<file path="src/rtl/pm_pkg.sv">
package pm_pkg;
  typedef enum logic [1:0] {
    PM_RUN  = 2'd0,
    PM_IDLE = 2'd1,
    PM_DOWN = 2'd2,
    PM_STAB = 2'd3
  } pm_state_e;

  typedef struct packed {
    logic [1:0] gf;
    logic       stby;
    logic       pd;
    logic       idle;
  } pm_ctrl_t;

  localparam int CTRL_W = $bits(pm_ctrl_t);
endpackage

</file>
<file path="src/rtl/pm_rst_qual.sv">
module pm_rst_qual #(
  parameter int QUAL_CYC = 24
) (
  input  logic clk,
  input  logic rst_n,
  input  logic rst_pin,
  output logic rst_qual
);
  localparam int CW = $clog2(QUAL_CYC + 1);
  localparam logic [CW-1:0] CNT_MAX = CW'(QUAL_CYC);

  logic [CW-1:0] cnt_q, cnt_d;

  always_comb begin
    if (!rst_pin)             cnt_d = '0;
    else if (cnt_q == CNT_MAX) cnt_d = cnt_q;
    else                      cnt_d = cnt_q + 1'b1;
  end

  always_ff @(posedge clk or negedge rst_n) begin
    if (!rst_n) cnt_q <= '0;
    else        cnt_q <= cnt_d;
  end

  assign rst_qual = (cnt_q == CNT_MAX);


  pin_low_drops_chk: assert property (@(posedge clk) disable iff (!rst_n)
    !rst_pin |=> !rst_qual);

  qual_needs_pin_chk: assert property (@(posedge clk) disable iff (!rst_n)
    rst_qual |-> $past(rst_pin));
endmodule

</file>
<file path="src/rtl/pm_stab_cnt.sv">
module pm_stab_cnt #(
  parameter int STAB_CYC = 2048
) (
  input  logic clk,
  input  logic rst_n,
  input  logic start,
  output logic busy,
  output logic done
);
  localparam int CW = $clog2(STAB_CYC);
  localparam logic [CW-1:0] LOAD = CW'(STAB_CYC - 1);

  logic [CW-1:0] cnt_q, cnt_d;
  logic          busy_q, busy_d;

  always_comb begin
    cnt_d  = cnt_q;
    busy_d = busy_q;
    if (start) begin
      cnt_d  = LOAD;
      busy_d = 1'b1;
    end else if (busy_q) begin
      if (cnt_q == '0) busy_d = 1'b0;
      else             cnt_d  = cnt_q - 1'b1;
    end
  end

  always_ff @(posedge clk or negedge rst_n) begin
    if (!rst_n) begin
      cnt_q  <= '0;
      busy_q <= 1'b0;
    end else begin
      cnt_q  <= cnt_d;
      busy_q <= busy_d;
    end
  end

  assign busy = busy_q;
  assign done = busy_q && (cnt_q == '0);

  // independent up-counter used only by the window check
  logic [CW-1:0] win_q;
  always_ff @(posedge clk or negedge rst_n) begin
    if (!rst_n)      win_q <= '0;
    else if (start)  win_q <= '0;
    else if (busy_q) win_q <= win_q + 1'b1;
  end


  full_window_chk: assert property (@(posedge clk) disable iff (!rst_n)
    done |-> (win_q == LOAD));

  start_busy_chk: assert property (@(posedge clk) disable iff (!rst_n)
    start |=> busy);
endmodule

</file>
<file path="src/rtl/pm_ctrl_regs.sv">
module pm_ctrl_regs
  import pm_pkg::*;
(
  input  logic     clk,
  input  logic     rst_n,
  input  logic     clr,
  input  logic     wr_acc,
  input  pm_ctrl_t wr_word,
  input  logic     pd_allow,
  input  logic     hw_idle_clr,
  input  logic     hw_pd_clr,
  output pm_ctrl_t ctrl_q,
  output logic     idle_go,
  output logic     pd_go
);
  pm_ctrl_t ctrl_d;

  assign pd_go   = wr_acc && wr_word.pd && pd_allow;
  assign idle_go = wr_acc && wr_word.idle && !pd_go;

  always_comb begin
    ctrl_d = ctrl_q;
    if (clr) begin
      ctrl_d = '0;
    end else begin
      if (wr_acc) begin
        ctrl_d.gf   = wr_word.gf;
        ctrl_d.stby = wr_word.stby;
        ctrl_d.pd   = pd_go;
        ctrl_d.idle = idle_go;
      end
      if (hw_idle_clr) ctrl_d.idle = 1'b0;
      if (hw_pd_clr)   ctrl_d.pd   = 1'b0;
    end
  end

  always_ff @(posedge clk or negedge rst_n) begin
    if (!rst_n) ctrl_q <= '0;
    else        ctrl_q <= ctrl_d;
  end


  flags_hold_chk: assert property (@(posedge clk) disable iff (!rst_n)
    (!$past(wr_acc) && !$past(clr)) |-> $stable(ctrl_q.gf));

  stop_wins_chk: assert property (@(posedge clk) disable iff (!rst_n)
    (pd_go && !clr) |=> (ctrl_q.pd && !ctrl_q.idle));
endmodule

</file>
<file path="src/rtl/pm_seq.sv">
module pm_seq
  import pm_pkg::*;
(
  input  logic      clk,
  input  logic      rst_n,
  input  logic      rst_qual,
  input  logic      idle_go,
  input  logic      pd_go,
  input  logic      irq_pend,
  input  logic      lvl_wake,
  input  logic      stab_done,
  output pm_state_e state,
  output logic      stab_start,
  output logic      idle_clr,
  output logic      pd_clr,
  output logic      cpu_clk_en,
  output logic      per_clk_en,
  output logic      osc_run
);
  pm_state_e state_q, state_d;

  always_comb begin
    state_d    = state_q;
    stab_start = 1'b0;
    idle_clr   = 1'b0;
    pd_clr     = 1'b0;
    unique case (state_q)
      PM_RUN: begin
        if (!rst_qual) begin
          if (pd_go)        state_d = PM_DOWN;
          else if (idle_go) state_d = PM_IDLE;
        end
      end
      PM_IDLE: begin
        if (rst_qual || irq_pend) begin
          state_d  = PM_RUN;
          idle_clr = 1'b1;
        end
      end
      PM_DOWN: begin
        if (rst_qual || lvl_wake) begin
          state_d    = PM_STAB;
          stab_start = 1'b1;
          pd_clr     = 1'b1;
        end
      end
      PM_STAB: begin
        if (stab_done) state_d = PM_RUN;
      end
      default: state_d = PM_RUN;
    endcase
  end

  always_ff @(posedge clk or negedge rst_n) begin
    if (!rst_n) state_q <= PM_RUN;
    else        state_q <= state_d;
  end

  assign state      = state_q;
  assign cpu_clk_en = (state_q == PM_RUN);
  assign per_clk_en = (state_q == PM_RUN) || (state_q == PM_IDLE);
  assign osc_run    = (state_q != PM_DOWN);


  irq_ends_idle_chk: assert property (@(posedge clk) disable iff (!rst_n)
    (state_q == PM_IDLE && irq_pend) |=> cpu_clk_en);

  stays_down_chk: assert property (@(posedge clk) disable iff (!rst_n)
    (state_q == PM_DOWN && !lvl_wake && !rst_qual) |=> !osc_run);
endmodule

</file>
<file path="src/rtl/pm_lowpower_ctrl.sv">
module pm_lowpower_ctrl
  import pm_pkg::*;
#(
  parameter int MC_OSC      = 12,
  parameter int RST_MC      = 2,
  parameter int STAB_CYC    = 2048,
  parameter int SYNC_STAGES = 2
) (
  input  logic              clk_osc,
  input  logic              rst_n,
  input  logic              rst_pin,
  input  logic              wr_en,
  input  logic [CTRL_W-1:0] wr_data,
  input  logic              wdog_en,
  input  logic              irq_pend,
  input  logic              lvl_wake,
  output logic              cpu_clk_en,
  output logic              per_clk_en,
  output logic              ana_en,
  output logic              osc_run,
  output logic [CTRL_W-1:0] ctrl_rd
);
  localparam int QUAL_CYC = MC_OSC * RST_MC;

  // asynchronous assert, synchronous release
  logic [SYNC_STAGES-1:0] sync_q;
  always_ff @(posedge clk_osc or negedge rst_n) begin
    if (!rst_n) sync_q <= '0;
    else        sync_q <= {sync_q[SYNC_STAGES-2:0], 1'b1};
  end
  logic core_rst_n;
  assign core_rst_n = sync_q[SYNC_STAGES-1];

  logic      rst_qual;
  logic      wr_acc, idle_go, pd_go;
  logic      stab_start, stab_busy, stab_done;
  logic      idle_clr, pd_clr;
  pm_state_e state;
  pm_ctrl_t  ctrl_q;

  pm_rst_qual #(.QUAL_CYC(QUAL_CYC)) u_qual (
    .clk      (clk_osc),
    .rst_n    (core_rst_n),
    .rst_pin  (rst_pin),
    .rst_qual (rst_qual)
  );

  assign wr_acc = wr_en && cpu_clk_en && !rst_qual;

  pm_ctrl_regs u_regs (
    .clk         (clk_osc),
    .rst_n       (core_rst_n),
    .clr         (rst_qual),
    .wr_acc      (wr_acc),
    .wr_word     (pm_ctrl_t'(wr_data)),
    .pd_allow    (!wdog_en),
    .hw_idle_clr (idle_clr),
    .hw_pd_clr   (pd_clr),
    .ctrl_q      (ctrl_q),
    .idle_go     (idle_go),
    .pd_go       (pd_go)
  );

  pm_stab_cnt #(.STAB_CYC(STAB_CYC)) u_stab (
    .clk   (clk_osc),
    .rst_n (core_rst_n),
    .start (stab_start),
    .busy  (stab_busy),
    .done  (stab_done)
  );

  pm_seq u_seq (
    .clk        (clk_osc),
    .rst_n      (core_rst_n),
    .rst_qual   (rst_qual),
    .idle_go    (idle_go),
    .pd_go      (pd_go),
    .irq_pend   (irq_pend),
    .lvl_wake   (lvl_wake),
    .stab_done  (stab_done),
    .state      (state),
    .stab_start (stab_start),
    .idle_clr   (idle_clr),
    .pd_clr     (pd_clr),
    .cpu_clk_en (cpu_clk_en),
    .per_clk_en (per_clk_en),
    .osc_run    (osc_run)
  );

  assign ana_en  = per_clk_en && !ctrl_q.stby;
  assign ctrl_rd = ctrl_q;


  refused_stop_chk: assert property (@(posedge clk_osc) disable iff (!core_rst_n)
    (wr_acc && wr_data[1] && wdog_en) |=> (osc_run && !ctrl_rd[1]));

  settle_first_chk: assert property (@(posedge clk_osc) disable iff (!core_rst_n)
    $rose(osc_run) |-> (!cpu_clk_en && stab_busy));

  halt_matches_bit_chk: assert property (@(posedge clk_osc) disable iff (!core_rst_n)
    (per_clk_en && !cpu_clk_en) |-> (ctrl_rd[0] && state == PM_IDLE));

  down_quiet_chk: assert property (@(posedge clk_osc) disable iff (!core_rst_n)
    !osc_run |-> (!per_clk_en && !ana_en && ctrl_rd[1]));
endmodule

</file>
<file path="config.mk">
export PLATFORM = sky130hd
export DESIGN_NAME = pm_lowpower_ctrl
export DESIGN_NICKNAME = d
export VERILOG_FILES = /design/src/rtl/pm_pkg.sv /design/src/rtl/pm_rst_qual.sv /design/src/rtl/pm_stab_cnt.sv /design/src/rtl/pm_ctrl_regs.sv /design/src/rtl/pm_seq.sv /design/src/rtl/pm_lowpower_ctrl.sv
export SDC_FILE = /design/constraint.sdc
export NUM_CORES = 1
export LEC_CHECK = 0
export BUFFER_PORTS_ARGS = -buffer_cell sky130_fd_sc_hd__buf_2
export CORE_UTILIZATION = 55
export CTS_CLUSTER_DIAMETER = 40
export DETAILED_ROUTE_END_ITERATION = 12
export PLACE_DENSITY = 0.84
export SYNTH_ARGS = -nofsm -noshare
export SYNTH_HDL_FRONTEND = slang
export SYNTH_SLANG_ARGS = --single-unit
</file>
<file path="constraint.sdc">
create_clock -name clk_osc -period 0.9 [get_ports clk_osc]
set_input_delay 0.135 -clock clk_osc [delete_from_list [all_inputs] [get_ports clk_osc]]
set_output_delay 0.135 -clock clk_osc [all_outputs]
set_load 0.05 [all_outputs]
</file>
==> results of run 1 <==
[logic make-up after synthesis]
kind of cell	share of synthesized area
AOI/OAI and AO/OA	0.0949
xor gates and xnor gates	0.0465
adders and majority gates	0.0380
buffers and inverters	0.0380
DFF	0.493
muxes	0.0380
other	0.00284
and+or+nand+nor	0.249
[per-stage QoR]
stage	instances	instance area (sq um)	util	setup TNS, ps
floorplan	130	1470	-	-11390
global placement	208	1810	0.810	-11700
detailed placement	208	1810	0.810	-13170
==> metrics, run 1 <==
top cell types by occurrence after synthesis=dfrtp_1, nand2_1, nor2_1; Buffers on Ports=20; gp weighted congestion=0.862; fraction of registers with async set/reset=1.00; Post-Synthesis Net Count=146; last stage reached=clock tree synthesis (4_1_cts); CTS H-Tree Depth=1; FF+latch count, synth=26; sequential fraction of the synthesis area=0.493; Resize count post-CTS=54; Synth warnings=0; number of unique standard cell types used by synthesis=44; # hold bufs at CTS=2; dominant cell by count in the synthesized netlist=dfrtp_1; share of the synthesized area in the top cell type=0.493; number of setup buffers added after CTS=21; cell types with the largest area share after synthesis=dfrtp_1, nand2_1, xnor2_1; number of rows created at floorplan=17; number of instances in the synthesized netlist=130; dpl hpwl=2460 um; Die Span X=51.0 um; Inserted Clock Buffers=3; overall die height=51.0 um; outcome=did not finish; post-synthesis instance area=1320 sq um; count of flip-flops with a built-in enable after synthesis=0; cell type with the largest total area after synthesis=dfrtp_1; Sink Count=26; worst slack, placed=-800 ps; root cell of the clock tree=clkbuf_4; Starting Density=0.590; tool error message=[ERROR DPL-0038] Utilization greater than 100%, impossible to legalize; number of top-level pins=21; maximum count of clock buffers along a single path=2; Most used DFF post-synth=dfrtp_1; Post-Syn Area per Cell=10.1 sq um
==> run 2, diff against run 1 <==
--- a/config.mk
+++ b/config.mk
@@ -6,10 +6,10 @@
 export NUM_CORES = 1
 export LEC_CHECK = 0
 export BUFFER_PORTS_ARGS = -buffer_cell sky130_fd_sc_hd__buf_2
-export CORE_UTILIZATION = 55
-export CTS_CLUSTER_DIAMETER = 40
+export CORE_AREA = 2 2 63 65
 export DETAILED_ROUTE_END_ITERATION = 12
-export PLACE_DENSITY = 0.84
+export DIE_AREA = 0 0 65 67
+export PLACE_DENSITY_LB_ADDON = 0.15
 export SYNTH_ARGS = -nofsm -noshare
 export SYNTH_HDL_FRONTEND = slang
 export SYNTH_SLANG_ARGS = --single-unit
==> metrics, run 2 <==
number of vias after detailed routing=1258; iteration-0 DRC count of the detailed router=53; Starting Density=0.366; antenna violations before repair=0; top cell types by occurrence after synthesis=dfrtp_1, nand2_1, nor2_1; Cell Int Power=0.00327 W; number of global-route vias before repair=1279; source of the critical timing path=u_stab.cnt_q[0]$_DFFE_PN0P_; part of the cycle the worst path needs=1.91; WL per Instance=13.8 um; fraction of the mapped netlist area in adder cells=0.0380; reg2reg start=u_stab.cnt_q[0]$_DFFE_PN0P_; kind of path behind the tightest hold check=primary input to register; start-to-end type of the worst setup path=register to register; most common cell after layout, fill and taps aside=buf_4; biggest fanout along the worst timing path=6; min setup slack post-route=-818 ps; root cell of the clock tree=clkbuf_8; clock power share=0.187; number of unique standard cell types used by synthesis=44; Total Power Consumption=0.00530 W; fin. max-slew vios=0; Net Sw Frac=0.384; cell types with the largest area share after synthesis=dfrtp_1, nand2_1, xnor2_1; Most used DFF post-synth=dfrtp_1; Die Footprint=4360 sq um; startpoint of the most critical hold path=irq_pend; count of flip-flops with a built-in enable after synthesis=0; router iterations before antenna repair=4; largest family of logic cells by synthesized area=simple AND/OR/NAND/NOR gates; FF+latch count, synth=26; Residual DRC=0; arrival time worst endpoint=1880 ps; dominant cell by count in the synthesized netlist=dfrtp_1; CTS H-Tree Depth=1; depth of the worst register-to-register path=6; Most flops, register=u_stab.cnt_q; slack of the worst reg-to-reg path=-820 ps; post-synthesis instance area=1320 sq um; clock-pin slew on the worst setup and hold paths=90 ps; standby leakage power=1.02 nW; pin count of the biggest net entering global routing=16; GRT Overall Usage=0.178; power share of the combinational group=0.504; Largest regs=u_stab.cnt_q: 11 flops, u_qual.cnt_q: 5 flops, u_regs.ctrl_q: 5 flops; Worst VDD drop=1320 uV; Inserted Clock Buffers=3; kind of capture point of the worst setup path=register; synthesis-to-layout area growth=79.1%; Post-Synth XOR/XNOR Area=0.0465; Core Footprint=3610 sq um; Filler Cell Count=286; share of the synthesized area in the top cell type=0.493; WL final=3520 um; Die Span X=65 um; ANT nets after route=0; Worst-Skew Late Latency=270 ps; number of nets in the final layout=223; Flop pwr share=0.309; Crit-path slowest cell=or4b_4; endpoint of the worst register-to-register path=u_stab.cnt_q[7]$_DFFE_PN0P_; number of top-level pins=21; dpl cell area=1840 sq um; Buffers on Ports=20; detailed-route vias per instance=4.95; gp weighted congestion=0.800; simple-gate area share of the yosys netlist=0.249; layout cells sized above 1=0.626; total setup violations reported at the end of the flow=33; Synth warnings=0; max FFs per register=11; commonest non-fill, non-tap cells in the layout=buf_4, dfrtp_1, buf_6, buf_2, nand2_1; Post-Synthesis Net Count=146; sequential fraction of the synthesis area=0.493; residual overflow from global routing=0; ordered cell list for the critical path=inv_2, ha_4, or4b_4, o211ai_4, or3_4, nand3_2; maximum count of clock buffers along a single path=2; cell type with the largest total area after synthesis=dfrtp_1; number of instances in the synthesized netlist=130; wire length of the first global-routing pass=5830 um; overall die height=67 um; last element of the critical path=u_stab.cnt_q[7]$_DFFE_PN0P_; highest attainable clock frequency=582 MHz; TritonCTS clock tree=yes; violated checks=negative setup slack; number of cells on the critical path=6; worst slack, placed=-788 ps; fraction of registers with async set/reset=1.00; core utilization of the finished layout=0.655; final cell area excluding filler cells=2360 sq um; Post-Syn Area per Cell=10.1 sq um; number of rows created at floorplan=22; dpl hpwl=2300 um; final critical-path required period=1720 ps; mux cell area share after synthesis=0.0380; Sink Count=26; CP startpoint kind=register; Cell Pwr Density=2240 nW/um^2; outcome=finished with violations; number of hold violations in the final report=0; worst clock skew on the final layout=1.37 ps; RSZ-0062 raised after global routing=true; Largest stage delay, worst path=480 ps; critical path's top delay family=simple AND/OR/NAND/NOR gates; number of violations of the max-capacitance limit=0; ant diodes=0; Compound-Gate Fraction of Synth Area=0.0949; switching pwr=0.00204 W; worst path required time=1060 ps; Crit path buffers/inverters=1
[run 2: stage by stage]
stage / instances / hold WS, ps / setup TNS (ps)
floorplan: 130 / -161 / -11390
global placement: 229 / -79.5 / -12150
detailed placement: 229 / -77.1 / -12920
CTS: 247 / 43.0 / -14200
global route: 254 / 54.4 / -17160
finish: 254 / 45.9 / -14950
[run 2: worst register-to-register path: cells and delay by family, from the launching register on]
| kind | cells | cell delay, ps |
|---|---|---|
| DFF | 1 | 400 |
| AOI/OAI and AO/OA | 1 | 270 |
| buffers and inverters | 1 | 100 |
| adders and majority gates | 1 | 130 |
| and+or+nand+nor | 3 | 700 |
[run 2: layer usage]
layer  GRT usage  part of all wire
met5           0                 0
met4      0.0878             0.020
met3      0.0203             0.034
met2       0.323              0.52
met1       0.207              0.43
[run 2: worst min path at each step]
stage | slack (ps) | to | depth (start not counted)
floorplan | -160 | sync_q[0]$_DFF_PN0_ | 0
global placement | -80 | sync_q[1]$_DFF_PN0_ | 1
detailed placement | -80 | sync_q[0]$_DFF_PN0_ | 1
CTS | 40 | u_regs.ctrl_q[0]$_DFFE_PN0P_ | 2
global route | 50 | u_regs.ctrl_q[0]$_DFFE_PN0P_ | 2
finish | 50 | u_regs.ctrl_q[0]$_DFFE_PN0P_ | 2
[run 2: timing repair]
item | 4_1_cts | 5_1_grt
hold endpoints to repair | 2 | 0
gates resized for setup | 45 | 19
hold buffers | 1 | 0
cloned | 1 | 0
pin swaps | 23 | 18
endpoints found under the setup margin | 33 | 33
buffers inserted | 12 | 8
[run 2: layout make-up]
| cell class | count | area (sq um) | share of cell area |
|---|---|---|---|
| multi-input cells | 94 | 927 | 0.392 |
| clock buffers | 3 | 41.3 | 0.0175 |
| well taps | 48 | 60.1 | 0.0254 |
| repair buffers | 75 | 622 | 0.263 |
| inverters | 7 | 30.0 | 0.0127 |
| clock inverters | 1 | 30.0 | 0.0127 |
| flip-flops and latches | 26 | 652 | 0.276 |
[run 2: power groups by stage]
stage                     logic, W  registers, W  clock network, W
final                      0.00267       0.00164          0.000991
after global placement     0.00197       0.00163                 0
after CTS                  0.00242       0.00165          0.000994
after global routing       0.00288       0.00166           0.00104
after detailed placement   0.00201       0.00164                 0
after floorplan           0.000967       0.00201                 0
[run 2: cells by family after synthesis]
family | count (synthesis)
simple gates | 60
flops | 26
compound gates | 16
buf+inv | 11
xor+xnor | 7
mux | 5
fa+ha+maj | 4
other cells | 1
No activity file was read; power rests on OpenSTA's default activity.
